--- src/rtl/intc_pkg.sv ---
package intc_pkg;
    localparam int NUM_CH = 2;
    localparam int CH_NORM = 0;
    localparam int CH_FAST = 1;

    localparam logic [2:0] SUB_STAT = 3'd0;
    localparam logic [2:0] SUB_RAW  = 3'd1;
    localparam logic [2:0] SUB_EN   = 3'd2;
    localparam logic [2:0] SUB_CLR  = 3'd3;

    localparam logic [3:0] OFF_SOFT_SET = 4'd4;
    localparam logic [3:0] OFF_SOFT_CLR = 4'd5;
endpackage

--- src/rtl/intc_src_level.sv ---
module intc_src_level #(
    parameter int N_SRC = 32
) (
    input  logic             clk,
    input  logic             rst_n,
    input  logic [N_SRC-1:0] src,
    input  logic             soft_set,
    input  logic             soft_clr,
    output logic [N_SRC-1:0] level
);
    logic src0_q;
    logic lvl0_q;
    logic [N_SRC-1:1] upper_q;

    always_ff @(posedge clk) begin
        if (!rst_n) begin
            upper_q <= '0;
        end else begin
            upper_q <= src[N_SRC-1:1];
        end
    end

    // Line 0 is event driven: software first, then a change on the line.
    always_ff @(posedge clk) begin
        if (!rst_n) begin
            src0_q <= 1'b0;
            lvl0_q <= 1'b0;
        end else begin
            src0_q <= src[0];
            if (soft_set) begin
                lvl0_q <= 1'b1;
            end else if (soft_clr) begin
                lvl0_q <= 1'b0;
            end else if (src[0] != src0_q) begin
                lvl0_q <= src[0];
            end
        end
    end

    assign level = {upper_q, lvl0_q};
endmodule

--- src/rtl/intc_mask.sv ---
module intc_mask #(
    parameter int N_SRC = 32
) (
    input  logic             clk,
    input  logic             rst_n,
    input  logic [N_SRC-1:0] set_bits,
    input  logic [N_SRC-1:0] clr_bits,
    output logic [N_SRC-1:0] mask
);
    logic [N_SRC-1:0] mask_q;

    always_ff @(posedge clk) begin
        if (!rst_n) begin
            mask_q <= '0;
        end else begin
            mask_q <= (mask_q | set_bits) & ~clr_bits;
        end
    end

    assign mask = mask_q;
endmodule

--- src/rtl/intc_csr.sv ---
module intc_csr
    import intc_pkg::*;
#(
    parameter int N_SRC  = 32,
    parameter int ADDR_W = 21
) (
    input  logic                           wr,
    input  logic [ADDR_W-1:0]              addr,
    input  logic [N_SRC-1:0]               wdata,
    input  logic [N_SRC-1:0]               level,
    input  logic [NUM_CH-1:0][N_SRC-1:0]   en,
    output logic [NUM_CH-1:0][N_SRC-1:0]   en_set,
    output logic [NUM_CH-1:0][N_SRC-1:0]   en_clr,
    output logic                           soft_set,
    output logic                           soft_clr,
    output logic [N_SRC-1:0]               rdata
);
    localparam int HI_W = ADDR_W - 4;

    logic       in_win;
    logic [3:0] off;
    logic [2:0] sub;
    logic       ch_sel;
    logic       wr_ok;

    assign in_win = (addr[ADDR_W-1:4] == HI_W'(0));
    assign off    = addr[3:0];
    assign sub    = off[2:0];
    assign ch_sel = off[3];
    assign wr_ok  = wr && in_win;

    for (genvar c = 0; c < NUM_CH; c++) begin : g_ch_wr
        always_comb begin
            en_set[c] = '0;
            en_clr[c] = '0;
            if (wr_ok && (ch_sel == c[0])) begin
                if (sub == SUB_EN)  en_set[c] = wdata;
                if (sub == SUB_CLR) en_clr[c] = wdata;
            end
        end
    end

    assign soft_set = wr_ok && (off == OFF_SOFT_SET) && wdata[0];
    assign soft_clr = wr_ok && (off == OFF_SOFT_CLR) && wdata[0];

    always_comb begin
        rdata = '0;
        if (in_win) begin
            unique case (sub)
                SUB_STAT: rdata = level & en[ch_sel];
                SUB_RAW:  rdata = level;
                SUB_EN:   rdata = en[ch_sel];
                default:  rdata = '0;
            endcase
        end
    end
endmodule

--- src/rtl/irq_fiq_ctrl.sv ---
module irq_fiq_ctrl
    import intc_pkg::*;
#(
    parameter int N_SRC  = 32,
    parameter int ADDR_W = 21
) (
    input  logic              clk,
    input  logic              rst_n,
    input  logic [N_SRC-1:0]  src_i,
    input  logic              bus_wr_i,
    input  logic [ADDR_W-1:0] bus_addr_i,
    input  logic [N_SRC-1:0]  bus_wdata_i,
    output logic [N_SRC-1:0]  bus_rdata_o,
    output logic              irq_o,
    output logic              fiq_o
);
    logic [N_SRC-1:0]             level_q;
    logic [NUM_CH-1:0][N_SRC-1:0] en_q;
    logic [NUM_CH-1:0][N_SRC-1:0] en_set;
    logic [NUM_CH-1:0][N_SRC-1:0] en_clr;
    logic [NUM_CH-1:0]            req;
    logic                         soft_set;
    logic                         soft_clr;

    intc_csr #(.N_SRC(N_SRC), .ADDR_W(ADDR_W)) csr_i (
        .wr       (bus_wr_i),
        .addr     (bus_addr_i),
        .wdata    (bus_wdata_i),
        .level    (level_q),
        .en       (en_q),
        .en_set   (en_set),
        .en_clr   (en_clr),
        .soft_set (soft_set),
        .soft_clr (soft_clr),
        .rdata    (bus_rdata_o)
    );

    intc_src_level #(.N_SRC(N_SRC)) lvl_i (
        .clk      (clk),
        .rst_n    (rst_n),
        .src      (src_i),
        .soft_set (soft_set),
        .soft_clr (soft_clr),
        .level    (level_q)
    );

    for (genvar c = 0; c < NUM_CH; c++) begin : g_ch
        intc_mask #(.N_SRC(N_SRC)) mask_i (
            .clk      (clk),
            .rst_n    (rst_n),
            .set_bits (en_set[c]),
            .clr_bits (en_clr[c]),
            .mask     (en_q[c])
        );
        assign req[c] = |(level_q & en_q[c]);
    end

    assign irq_o = req[CH_NORM];
    assign fiq_o = req[CH_FAST];
endmodule

--- config.mk ---
export PLATFORM = sky130hd
export DESIGN_NAME = irq_fiq_ctrl
export DESIGN_NICKNAME = d
export VERILOG_FILES = /design/src/rtl/intc_pkg.sv /design/src/rtl/intc_src_level.sv /design/src/rtl/intc_mask.sv /design/src/rtl/intc_csr.sv /design/src/rtl/irq_fiq_ctrl.sv
export SDC_FILE = /design/constraint.sdc
export NUM_CORES = 1
export LEC_CHECK = 0
export ABC_CLOCK_PERIOD_IN_PS = 2500
export BUFFER_PORTS_ARGS = -buffer_cell sky130_fd_sc_hd__buf_2
export CORE_MARGIN = 1.5
export CORE_UTILIZATION = 40
export DETAILED_ROUTE_END_ITERATION = 10
export SETUP_SLACK_MARGIN = 0.5
export SYNTH_ARGS = -nofsm -noshare
export SYNTH_HDL_FRONTEND = slang
export SYNTH_SLANG_ARGS = --single-unit
--- constraint.sdc ---
create_clock -name clk -period 2.5 [get_ports clk]
set_clock_uncertainty 0.15 [all_clocks]
set_input_delay 0 -clock clk [delete_from_list [all_inputs] [get_ports clk]]
set_output_delay 0 -clock clk [all_outputs]
set_load 0.02 [all_outputs]
=== After elaboration in Yosys (flattened, before gate mapping) ===
Cells that the tools add are included.

* Register bits: 97
* Latch bits: 0
* RAM bits: 0
* Bits in read-only memories: 0
* Bits of input ports: 88
* Word-level logic and storage cells: 47
* Memories: 0

* $add $sub $neg: 0
* $mul: 0
* Divide/modulo/power cells: 0
* $lt $le $gt $ge: 1
* Equality and inequality tests: 6
* Shifts and indexed selects: 0
* Multiplexer cells: 13
* Bitwise logic cells: 10
* Reductions and logical operators: 12

{| class="wikitable"
|+ Operators with widths
! kind !! number
|-
| 32-bit 2-to-1 mux || 9
|-
| 32-bit AND || 5
|-
| 32-bit one-hot mux with 3 select lines || 1
|-
| 32-bit inverter || 2
|-
| 32-bit OR || 2
|-
| 32-bit OR reduction || 2
|-
| 17-bit logical NOT || 1
|-
| 4-bit by 3-bit equality test with 1-bit output, second input constant || 2
|-
| 1-bit logical AND || 7
|-
| 3-bit by 2-bit equality test with 1-bit output, second input constant || 2
|-
| 3-bit by 1-bit equality test with 1-bit output, second input constant || 1
|-
| 3-bit logical NOT || 1
|-
| 1-bit 2-to-1 mux || 3
|-
| 3-bit nonzero test || 1
|-
| 1-bit by 2-bit < comparator with 1-bit output, second input constant || 1
|-
| 1-bit != test || 1
|-
| 1-bit inverter || 1
|}

=== Depth between registers and ports, before layout ===
Gate-level depths: netlist of the first run.

* Depth after elaboration: 6
* Gate-level depth with buffers: 6
* Mapped depth without buffers: 4

=== Modules after synthesis ===
A second synthesis of the first run with hierarchy kept.

* Cell total of the unflattened synthesis: 662
* Area, all modules: 6143.4 µm²

{| class="wikitable"
|+ Modules (own cells, without submodules)
! module !! instances !! cells an instance !! area each (µm²)
|-
| intc_csr || 1 || 347 || 2507.4
|-
| intc_mask || 2 || 99 || 1184.9
|-
| intc_src_level || 1 || 75 || 950.9
|-
| irq_fiq_ctrl || 1 || 42 || 315.3
|}

=== Worst setup path before layout of the first run ===
OpenSTA, ideal clock, no wires.

* Kind: input-to-reg
* From: in bus_addr_i[18]
* To: reg g_ch[0].mask_i.mask_q[23]
* Library setup time: 119 ps
* Data arrival time: 1478 ps
* Path slack: 753 ps
* Stages: 6
* Cell sequence: nor4_1 > nand3_1 > or4b_1 > buf_2 > buf_6 > o221a_1

* Longest elaborated chain between the ends: 6

{| class="wikitable"
|+ RTL lines
! what !! RTL line !! source
|-
| start, declared || irq_fiq_ctrl.sv:11 || <nowiki>input logic [ADDR_W-1:0] bus_addr_i,</nowiki>
|-
| 17-bit logical NOT (*) || intc_csr.sv:26 || <nowiki>assign in_win = (addr[ADDR_W-1:4] == HI_W'(0));</nowiki>
|-
| 1-bit logical AND (*) || intc_csr.sv:30 || <nowiki>assign wr_ok = wr && in_win;</nowiki>
|-
| 1-bit logical AND (*) || intc_csr.sv:36 || <nowiki>if (wr_ok && (ch_sel == c[0])) begin</nowiki>
|-
| 32-bit 2-to-1 mux || intc_csr.sv:36 ||
|-
| 32-bit OR / 32-bit inverter (equally long branches) || intc_mask.sv:16 || <nowiki>mask_q <= (mask_q | set_bits) & ~clr_bits;</nowiki>
|-
| 32-bit AND (*) || intc_mask.sv:16 ||
|-
| end signal, assigned || intc_mask.sv:16 ||
|-
| end, declared || intc_mask.sv:10 || <nowiki>logic [N_SRC-1:0] mask_q;</nowiki>
|}

Mark *: on every way between the ends. The rest lies on a longest branch, timed or not.
A chain may end at the register's enable or synchronous reset.

=== Worst setup path in the final report of the first run ===
* From: reg lvl_i.upper_q[19] in the netlist's numbering
* To: out irq_o

* Longest elaborated chain between the ends: 2

{| class="wikitable"
|+ RTL lines
! what !! RTL line !! source
|-
| start, declared || intc_src_level.sv:13 || <nowiki>logic [N_SRC-1:1] upper_q;</nowiki>
|-
| start signal, assigned || intc_src_level.sv:19 || <nowiki>upper_q <= src[N_SRC-1:1];</nowiki>
|-
| 32-bit AND || irq_fiq_ctrl.sv:55 || <nowiki>assign req[c] = |(level_q & en_q[c]);</nowiki>
|-
| 32-bit OR reduction || irq_fiq_ctrl.sv:55 ||
|-
| end, declared || irq_fiq_ctrl.sv:14 || <nowiki>output logic irq_o,</nowiki>
|}

Every way passes these cells.

==> flow_summary_export.csv, run 1 <==
group,metric,value,unit
run_status,run_status,"finished clean",
sta,timing_worst_slew_pin_value,727.8,ps
cts,cts_buffer_depth,2,
detailed_routing,detail_route.first_pass.iterations,5,
power,pwr_density_cell,504.7,nW/µm²
sta,final_max_slew_viol_count,0,
layout,final_design_area_no_fill,6456,µm²
synthesis,top_count_cell_post_synth,"sky130_fd_sc_hd__dfxtp_1",
layout,fin_nets,749,
cts,cts_root_buffer,"sky130_fd_sc_hd__clkbuf_16",
worst_setup_path,worst-setup-path-type,"reg2out",
global_route,first_global_vias,4708,
global_route,grt_util_all_layers,26.17,%
synthesis,yosysUniqueCellTypes,25,
placement,gpl.final_weighted_congestion,0.8790,
global_route,wire_length_of_the_first_global_routing_pass,26.10,mm
layout,layout-drive-gt1-share,28.83,%
synthesis,synth_top_cells_by_area,"sky130_fd_sc_hd__dfxtp_1 (40%), sky130_fd_sc_hd__o221a_1 (15%), sky130_fd_sc_hd__nor4_1 (8.3%)",
worst_setup_path,critPathMaxStageDelay,590,ps
synthesis,synth_enable_flop_cells,0,
min_path,worst_hold_path_class,"in2reg",
detailed_routing,detail_route.iter0.violations,345,
layout,synthToLayoutAreaGrowth,32.51,%
detailed_routing,postRouteAntennaNets,0,
cts,tritoncts,"yes",
cts,clk_transition_reported_paths,70,ps
worst_setup_path,cp_data_required_time,2350,ps
synthesis,postSynthNetCount,600,
synthesis,synth_commonest_cells,"sky130_fd_sc_hd__dfxtp_1 (97), sky130_fd_sc_hd__nor4_1 (65), sky130_fd_sc_hd__o221a_1 (63), sky130_fd_sc_hd__clkbuf_1 (47), sky130_fd_sc_hd__nor2_1 (33)",
placement,half_perimeter_wire_length_of_the_detailed_placement_result,10.55,mm
power,power.net_switching,0.8104,mW
synthesis,yosys.area.top_type,"sky130_fd_sc_hd__dfxtp_1",
global_route,globalRoute.totalOverflow,0,
power,share_seq_of_total_power,49.5,%
detailed_routing,post_route_drc_violation_count,0,
layout,antenna_cells,0,
global_route,grt_max_degree,68,
sta,setup_total_negative_slack,0,ps
sta,rsz0062_at_grt,"true",
sta,setup_viol_count_final,0,
die,starting_density,40.73,%
sta,total_count_of_hold_check_failures_in_the_final_report,0,
detailed_routing,vias,4948,
synthesis,syn_area_per_cell,9.516,µm²
worst_setup_path,critical_path_arrival,1850,ps
power,leakage_component_of_the_power,2.441,nW
synthesis,mappedNetlistArea,4872,µm²
layout,final_cells,813,
sta,layout_worst_path_cycle_share,79.90,%
cts,cts-buffers-inserted,9,
synthesis,ys_warn_count,0,
die,coreArea,11960,µm²
cts,post-cts-setup-buffers,0,
detailed_routing,wl_per_cell,20.66,µm
worst_setup_path,cp_max_fo,3,
synthesis,synth_async_sr_flop_share,0,%
global_route,number_of_antenna_violations_at_the_first_check_in_global_routing,0,
worst_setup_path,crit_slowest_cell,"sky130_fd_sc_hd__or4_1",
synthesis,yosys_register_bits,97,
sta,timing.fmax,500.7,MHz
synthesis,netlist.area_leader.share,39.86,%
power,ir_worst_vdd,306.1,µV
die,num_io_pins,122,
placement,io_buffers,121,
placement,placed_cell_area,5507,µm²
synthesis,syn_inst,512,
power,power_frac_clock,40.1,%
power,p_comb_share,10.4,%
die,core.rowCount,40,
sta,timing.max_slew.rel_slack,51.48,%
cts,cts-htree-levels,3,
worst_setup_path,worstSetupStartpointType,"register",
job,timing.max_cap.violations,0,
worst_setup_path,critical_path.cell_chain,"a22oi_2, nand4_1, or4_1, buf_2",
power,power.internal,2.448,mW
layout,utilization,53.97,%
power,sw_frac_of_total,24.87,%
sta,post_route_minimum_period,1997,ps
detailed_routing,viasPerCell,6.086,
worst_setup_path,end_kind,"primary output",
synthesis,ys.flop_type,"sky130_fd_sc_hd__dfxtp_1",
cts,clk_latency,350,ps
die,floorplan.die_area,12850,µm²
synthesis,synth_seq_area_share,39.86,%
cts,tritoncts_num_sinks,97,
die,die_w,113.4,µm
die,die_y,113.4,µm
detailed_routing,wirelength,16.80,mm
placement,dp.cells,734,
==> repair_timing <==
action,4_1_cts,5_1_grt
setup endpoints to repair,2,2
pin swaps,0,2
hold buffers,63,0
resized for setup,5,5
endpoints found under the hold margin,93,0
gates cloned,0,0
==> power groups by stage <==
stage | Sequential (mW) | Combinational (mW) | Clock (mW)
after floorplan | 1.63 | 0.145 | 0
after global placement | 1.64 | 0.255 | 0
after detailed placement | 1.64 | 0.259 | 0
after CTS | 1.61 | 0.335 | 1.32
after global routing | 1.61 | 0.370 | 1.38
final | 1.61 | 0.340 | 1.31
==> registers in the layout, summed over array words and instances, names as in the netlist <==
signal and cells:
g_ch.mask_i.mask 64, lvl_i.lvl0_q 1, lvl_i.src0_q 1, lvl_i.upper_q 31
==> routing by layer <==
metal  vias to the layer above  wire, µm  track usage (%)
met1                      2341      7521            37.09
met2                       243      7520            39.76
met3                        40      1200            3.642
met5                         -         0                0
met4                         0       557            11.42
li1                       2324         -                -
==> worst max-delay path: cells and delay by family (launching register included) <==
family / cells / cell delay (ps)
flip-flops: 1 / 340
AND/OR/NAND/NOR: 2 / 710
AO/OA/AOI/OAI: 1 / 250
buffers and inverters: 1 / 200
==> cell type report <==
cell class | count | area (µm²)
fillers | 1076 | 5505
multi-input cells | 355 | 2709
flip-flops and latches | 97 | 1943
repair buffers | 196 | 1339
clock buffers | 11 | 242.7
well taps | 147 | 183.9
clock inverters | 5 | 31.28
inverters | 2 | 7.507
==> cells by family (layout without fill, tap and decap cells) <==
family | Yosys count | count (layout) | share of synthesized area [%]
flip-flops | 97 | 97 | 39.86
AND/OR/NAND/NOR | 191 | 191 | 22.83
AO/OA/AOI/OAI | 131 | 131 | 24.11
adder cells (fa/ha/maj) | 1 | 1 | 0.2055
buffers and inverters | 60 | 214 | 5.598
multiplexers | 32 | 32 | 7.396
==> layout by cell type, fill, tap and decap left out, types with 3 or more instances in the layout <==
cell                              n
sky130_fd_sc_hd__nor2b_1          3
sky130_fd_sc_hd__nand4_1          9
sky130_fd_sc_hd__buf_2          121
sky130_fd_sc_hd__or4_1            4
sky130_fd_sc_hd__o22ai_1         32
sky130_fd_sc_hd__a22oi_2          8
sky130_fd_sc_hd__nand2_1          3
sky130_fd_sc_hd__clkbuf_16        9
sky130_fd_sc_hd__nor4_1          65
sky130_fd_sc_hd__clkinv_2         3
sky130_fd_sc_hd__buf_4           11
sky130_fd_sc_hd__nor2_1          33
sky130_fd_sc_hd__dlygate4sd3_1   63
sky130_fd_sc_hd__and2_1          32
sky130_fd_sc_hd__dfxtp_1         96
sky130_fd_sc_hd__nand2b_1        32
sky130_fd_sc_hd__a22oi_1         24
sky130_fd_sc_hd__mux2_2          32
sky130_fd_sc_hd__o221a_1         63
==> worst paths after layout <==
| kind | start | end | slack, ps | cells past startpoint |
|---|---|---|---|---|
| setup / recovery | lvl_i.upper_q[19] | irq_o | 500 | 4 |
| hold / removal | bus_addr_i[3] | lvl_i.lvl0_q | 5 | 5 |
| setup reg to reg | lvl_i.lvl0_q | lvl_i.lvl0_q | 1320 | 3 |
| hold reg to reg | g_ch[1].mask_i.mask[21] | g_ch[1].mask_i.mask[21] | 350 | 2 |
==> metrics by stage <==
step	hold WS, ps	total power, mW	setup slack [ps]
3_5_place_dp	58.98	1.902	514.1
4_1_cts	7.209	3.268	503.2
6_report	4.582	3.259	502.6
3_3_place_gp	58.03	1.898	584.3
2_1_floorplan	-28.29	1.770	753.3
5_1_grt	34.36	3.365	490.5
Power figures use the tool's default switching activity.
==> inputs of run 2 (changes only) <==
--- a/config.mk
+++ b/config.mk
@@ -5,11 +5,12 @@
 export SDC_FILE = /design/constraint.sdc
 export NUM_CORES = 1
 export LEC_CHECK = 0
-export ABC_CLOCK_PERIOD_IN_PS = 2500
+export ABC_CLOCK_PERIOD_IN_PS = 1800
 export BUFFER_PORTS_ARGS = -buffer_cell sky130_fd_sc_hd__buf_2
 export CORE_MARGIN = 1.5
 export CORE_UTILIZATION = 40
 export DETAILED_ROUTE_END_ITERATION = 10
+export PLACE_DENSITY = 0.65
 export SETUP_SLACK_MARGIN = 0.5
 export SYNTH_ARGS = -nofsm -noshare
 export SYNTH_HDL_FRONTEND = slang
==> constraint.sdc (replaced) <==
create_clock -name clk -period 1.8 [get_ports clk]
set_clock_uncertainty 0.15 [all_clocks]
set_input_delay 0 -clock clk [delete_from_list [all_inputs] [get_ports clk]]
set_output_delay 0 -clock clk [all_outputs]
set_load 0.02 [all_outputs]
==> run 2 against run 1 <==
Effect of this change: the flow now finishes with violations (negative setup slack); global-route usage is 0.67 points higher; sequential power is 40% higher; count of clock-buffer cells in the layout stayed put; critical path type unchanged; critical endpoint is now fiq_o; highest routed layer unchanged.
==> flow_summary_export.csv, run 2 (same netlist as run 1, synthesis figures left out) <==
group,metric,value,unit
detailed_routing,wirelength,18.06,mm
layout,synthToLayoutAreaGrowth,52.44,%
min_path,worst_hold_path_class,"in2reg",
cts,clk_transition_reported_paths,70,ps
layout,final_cell_mix,"sky130_fd_sc_hd__buf_2 (85), sky130_fd_sc_hd__dfxtp_1 (77), sky130_fd_sc_hd__dlygate4sd3_1 (64)",
sta,post_route_minimum_period,1918,ps
cts,cts_buffer_depth,2,
worst_setup_path,crit_slowest_cell,"sky130_fd_sc_hd__or4_4",
power,ir_worst_vdd,485.5,µV
global_route,number_of_antenna_violations_at_the_first_check_in_global_routing,0,
job,timing.max_cap.violations,0,
worst_setup_path,cp_max_fo,3,
worst_setup_path,ff2ff_path_depth,3,
worst_setup_path,critical_path.cell_chain,"a22oi_2, nand4_1, or4_4, buf_6",
layout,antenna_cells,0,
sta,layout_worst_path_cycle_share,106.6,%
layout,fin_nets,767,
detailed_routing,postRouteAntennaNets,0,
global_route,grt_util_all_layers,26.84,%
min_path,hold-path-cell-count,3,
detailed_routing,detail_route.first_pass.iterations,5,
die,coreArea,11960,µm²
die,core.rowCount,40,
die,die_y,113.4,µm
die,die_w,113.4,µm
worst_setup_path,slack_of_the_worst_reg_to_reg_path,650,ps
power,leakage_component_of_the_power,2.688,nW
die,starting_density,40.73,%
sta,timing.fmax,521.3,MHz
sta,timing.max_slew.rel_slack,68.77,%
power,pwr_density_cell,618.4,nW/µm²
layout,layout.cells.most_common,"sky130_fd_sc_hd__buf_2",
cts,tritoncts_num_sinks,97,
global_route,wire_length_of_the_first_global_routing_pass,26.88,mm
sta,worst_slack,-118.2,ps
run_status,run_status,"finished, violations left",
worst_setup_path,worstSetupStartpointType,"register",
run_status,failing_checks,"negative setup slack",
sta,hold_ws,20.69,ps
sta,timing_worst_slew_pin_value,468.4,ps
detailed_routing,post_route_drc_violation_count,0,
worst_setup_path,end_kind,"primary output",
global_route,first_global_vias,4937,
die,floorplan.die_area,12850,µm²
worst_setup_path,cp_data_required_time,1650,ps
layout,utilization,62.09,%
detailed_routing,viasPerCell,6.220,
layout,final_design_area_no_fill,7427,µm²
global_route,globalRoute.totalOverflow,0,
global_route,grt_max_degree,97,
sta,final_max_slew_viol_count,0,
worst_setup_path,reg2reg_from,"lvl_i.lvl0_q",
placement,io_buffers,121,
sta,setup_viol_count_final,30,
detailed_routing,vias,5169,
layout,fillers,988,
layout,final_cells,831,
cts,cts-buffers-inserted,9,
sta,rsz0062_at_grt,"true",
min_path,hold_path.startpoint,"rst_n",
placement,dp.cells,740,
die,num_io_pins,122,
power,report.power.total,4.593,mW
detailed_routing,detail_route.iter0.violations,564,
detailed_routing,wl_per_cell,21.73,µm
placement,half_perimeter_wire_length_of_the_detailed_placement_result,10.85,mm
sta,total_count_of_hold_check_failures_in_the_final_report,0,
cts,cts-htree-levels,3,
placement,placed_cell_area,5863,µm²
cts,cts_root_buffer,"sky130_fd_sc_hd__clkbuf_16",
layout,flip_flop_count_of_the_largest_register_all_copies_and_words_added,64,
placement,gpl.final_weighted_congestion,0.8820,
worst_setup_path,reg2reg_to,"lvl_i.lvl0_q",
layout,layout-drive-gt1-share,40.64,%
cts,clk_latency,350,ps
min_path,end_point_of_the_most_critical_hold_path,"g_ch[1].mask_i.mask[9]",
worst_setup_path,critPathMaxStageDelay,560,ps
worst_setup_path,critical_path_arrival,1770,ps
cts,tritoncts,"yes",
worst_setup_path,worst-setup-path-type,"reg2out",
## run 2: cell types whose count changed in the layout (fill, tap and decap cells not counted), sizes merged
cell,before,now
clkinv,4,3
clkbuf,11,16
inv,2,3
dlygate4sd3,63,64
buf,133,145
## run 2: area by class of cell
cell class	count	area [µm²]	area share, %
clock buffer	11	232.7	3.133
clock inverter	5	41.29	0.5559
inverter	2	7.507	0.1011
multi-input combinational	355	3069	41.32
sequential	97	1969	26.52
tap	147	183.9	2.476
timing repair buffer	214	1923	25.89
## run 2: per-layer routing
metal / vias to the layer above / global-route usage [%] / wire length, µm
li1: 2360 / - / -
met3: 46 / 5.410 / 1595
met1: 2450 / 36.74 / 7591
met4: 0 / 8.500 / 495
met5: - / 0 / 0
met2: 313 / 42.67 / 8373
## run 2: metrics by stage
stage | setup TNS, ps | setup slack (ps)
3_5_place_dp | -3971 | -101.8
4_1_cts | -485.7 | -106.0
5_1_grt | -3244 | -131.9
6_report | -1283 | -118.2
3_3_place_gp | -1543 | -61.11
2_1_floorplan | 0 | 90.31
## run 2: worst max path at each step
stage	start	endpoint	slack (ps)	cells after the start
after floorplan	bus_addr_i[4]	g_ch[0].mask_i.mask[23]	90	6
final	g_ch[1].mask_i.mask[23]	fiq_o	-120	4
after global placement	bus_addr_i[4]	bus_rdata_o[0]	-60	8
after global routing	g_ch[0].mask_i.mask[20]	irq_o	-130	4
after CTS	lvl_i.upper_q[28]	fiq_o	-110	4
after detailed placement	bus_addr_i[4]	bus_rdata_o[0]	-100	8
## run 2: where the power goes
| part | leakage [nW] | internal, mW | switching, mW |
|---|---|---|---|
| combinational | 1.76 | 0.260 | 0.265 |
| sequential | 0.798 | 2.19 | 0.0573 |
| clock | 0.132 | 0.951 | 0.871 |
## run 2: worst max-delay path: cells and delay by family, from the launching register on
kind            cells  cell delay, ps
simple gates        2             690
flops               1             350
compound gates      1             220
buf+inv             1             150
## run 2: repair_timing
item                       CTS  global route
setup endpoints to repair   99            99
buffers inserted             2             1
pin swaps                   11            24
gates resized for setup    105            29
gates cloned                 2             6
hold buffers                64             0
hold endpoints to repair    95             0
==> inputs of run 3 (changes only) <==
--- a/config.mk
+++ b/config.mk
@@ -8,9 +8,9 @@
 export ABC_CLOCK_PERIOD_IN_PS = 1800
 export BUFFER_PORTS_ARGS = -buffer_cell sky130_fd_sc_hd__buf_2
 export CORE_MARGIN = 1.5
-export CORE_UTILIZATION = 40
+export CORE_UTILIZATION = 48
 export DETAILED_ROUTE_END_ITERATION = 10
-export PLACE_DENSITY = 0.65
+export PLACE_DENSITY = 0.76
 export SETUP_SLACK_MARGIN = 0.5
 export SYNTH_ARGS = -nofsm -noshare
 export SYNTH_HDL_FRONTEND = slang
==> run 3 against run 2 <==
Effect of this change: the run still ends with negative setup slack left; flip-flop and latch count did not move; global-route usage rose by 7.8 points; combinational power rose by 4%; worst hold slack improved by 10 ps; critical path type unchanged; largest power group unchanged; highest routed layer unchanged.
==> flow_summary_export.csv, run 3 (same netlist as run 1, synthesis figures left out) <==
group,metric,value,unit
sta,layout_worst_path_cycle_share,109.5,%
power,ir_worst_vdd,402.4,µV
cts,cts-htree-levels,3,
job,timing.max_cap.violations,0,
global_route,number_of_antenna_violations_at_the_first_check_in_global_routing,0,
cts,cts-buffers-inserted,9,
cts,cts_buffer_depth,2,
cts,clk_transition_reported_paths,90,ps
layout,utilization,76.86,%
detailed_routing,wirelength,19.13,mm
worst_setup_path,cp_max_fo,3,
worst_setup_path,reg2reg_from,"lvl_i.lvl0_q",
worst_setup_path,cp_data_required_time,1650,ps
die,core.rowCount,36,
sta,timing.fmax,507.4,MHz
placement,io_buffers,121,
run_status,failing_checks,"negative setup slack",
detailed_routing,postRouteAntennaNets,0,
worst_setup_path,endpoint,"fiq_o",
global_route,grt_util_all_layers,34.63,%
detailed_routing,wl_per_cell,22.90,µm
worst_setup_path,worstSetupStartpointType,"register",
layout,final_cell_mix,"sky130_fd_sc_hd__buf_2 (85), sky130_fd_sc_hd__dfxtp_1 (81), sky130_fd_sc_hd__dlygate4sd3_1 (64)",
placement,half_perimeter_wire_length_of_the_detailed_placement_result,10.81,mm
layout,flip_flop_count_of_the_largest_register_all_copies_and_words_added,64,
global_route,grt_max_degree,65,
sta,timing_worst_slew_pin_value,510.5,ps
cts,tritoncts,"yes",
sta,post_route_minimum_period,1971,ps
power,pwr_density_cell,548.7,nW/µm²
run_status,run_status,"finished, violations left",
layout,fin_nets,786,
detailed_routing,detail_route.first_pass.iterations,6,
worst_setup_path,worst-setup-path-type,"reg2out",
sta,timing.max_slew.rel_slack,65.97,%
detailed_routing,vias,5477,
sta,setup_viol_count_final,3,
worst_setup_path,critical_path_arrival,1820,ps
sta,setup_total_negative_slack,-321.3,ps
worst_setup_path,reg2reg_to,"lvl_i.lvl0_q",
placement,dp.cells,731,
cts,tritoncts_num_sinks,97,
sta,rsz0062_at_grt,"true",
power,leakage_component_of_the_power,2.772,nW
detailed_routing,viasPerCell,6.559,
worst_setup_path,critPathLaunch,"g_ch[1].mask_i.mask[23]",
global_route,first_global_vias,5595,
global_route,wire_length_of_the_first_global_routing_pass,29.56,mm
layout,layout.cells.most_common,"sky130_fd_sc_hd__buf_2",
layout,final_cells,835,
worst_setup_path,end_kind,"primary output",
die,floorplan.die_area,10760,µm²
detailed_routing,post_route_drc_violation_count,0,
layout,layout-drive-gt1-share,41.88,%
cts,cts_root_buffer,"sky130_fd_sc_hd__clkbuf_8",
die,coreArea,9819,µm²
die,starting_density,49.62,%
die,num_io_pins,122,
sta,total_count_of_hold_check_failures_in_the_final_report,0,
min_path,worst_hold_path_class,"in2reg",
cts,clk_latency,370,ps
sta,worst_slack,-170.8,ps
worst_setup_path,slack_of_the_worst_reg_to_reg_path,490,ps
layout,synthToLayoutAreaGrowth,54.91,%
die,die_w,103.8,µm
detailed_routing,detail_route.iter0.violations,755,
sta,final_max_slew_viol_count,0,
layout,antenna_cells,0,
die,die_y,103.8,µm
placement,gpl.final_weighted_congestion,0.9130,
global_route,globalRoute.totalOverflow,0,
worst_setup_path,ff2ff_path_depth,4,
[run 3: changes by cell type in the layout (fill, tap and decap cells not counted), moves of 5 or more]
cell,change
sky130_fd_sc_hd__clkbuf_8,+11
sky130_fd_sc_hd__buf_4,+6
sky130_fd_sc_hd__buf_6,+11
sky130_fd_sc_hd__clkbuf_16,-14
sky130_fd_sc_hd__buf_16,+5
[run 3: how the worst min path moves through the flow]
| stage | depth (start not counted) | from | to |
|---|---|---|---|
| after floorplan | 1 | src_i[0] | lvl_i.src0_q |
| after global placement | 2 | src_i[2] | lvl_i.upper_q[2] |
| after detailed placement | 2 | src_i[24] | lvl_i.upper_q[24] |
| after CTS | 3 | bus_wdata_i[23] | g_ch[0].mask_i.mask[23] |
| after global routing | 3 | bus_wdata_i[23] | g_ch[1].mask_i.mask[23] |
| final | 3 | bus_wdata_i[23] | g_ch[0].mask_i.mask[23] |
[run 3: power breakdown]
group          total, mW  internal [mW]  switching [mW]
Clock               1.35          0.571           0.783
Sequential          2.24           2.19          0.0570
Combinational      0.544          0.263           0.281
[run 3: through the flow]
stage	area [µm²]	hold WS [ps]	power, mW	setup WS (ps)
3_3_place_gp	5846	57.93	2.663	-95.50
3_5_place_dp	5846	58.12	2.674	-126.5
5_1_grt	7547	35.00	4.244	-187.9
6_report	7547	30.66	4.141	-170.8
2_1_floorplan	5197	-28.29	2.482	90.31
4_1_cts	7445	20.93	4.073	-114.2
[run 3: layout make-up]
| cell class | count | area [µm²] |
|---|---|---|
| repair buffers | 233 | 2152 |
| clock buffers | 11 | 151.4 |
| well taps | 133 | 166.4 |
| multi-input cells | 355 | 3077 |
| inverters | 2 | 7.507 |
| clock inverters | 4 | 28.78 |
| fillers | 619 | 2272 |
| flip-flops and latches | 97 | 1964 |
[run 3: critical path: stages, from the launching register on]
cell	delay (ps)
sky130_fd_sc_hd__dfxtp_2	350
sky130_fd_sc_hd__a22oi_2	230
sky130_fd_sc_hd__nand4_1	180
sky130_fd_sc_hd__or4_4	530
sky130_fd_sc_hd__buf_6	150
[run 3: routing by layer]
layer  share of wire (%)  wire length, µm  track usage, %
met1                  37             7110           44.34
met2                  47             9025           56.19
met3                  11             2106           5.979
met4                 4.6              881           17.56
met5                   0                0               0
[run 3: repair_timing]
| item | CTS | global route |
|---|---|---|
| gates resized for setup | 137 | 17 |
| buffers inserted | 11 | 5 |
| pin swaps | 24 | 15 |
| endpoints found under the hold margin | 94 | 0 |
| hold buffers | 64 | 0 |
| gates cloned | 9 | 0 |
| setup endpoints to repair | 98 | 99 |
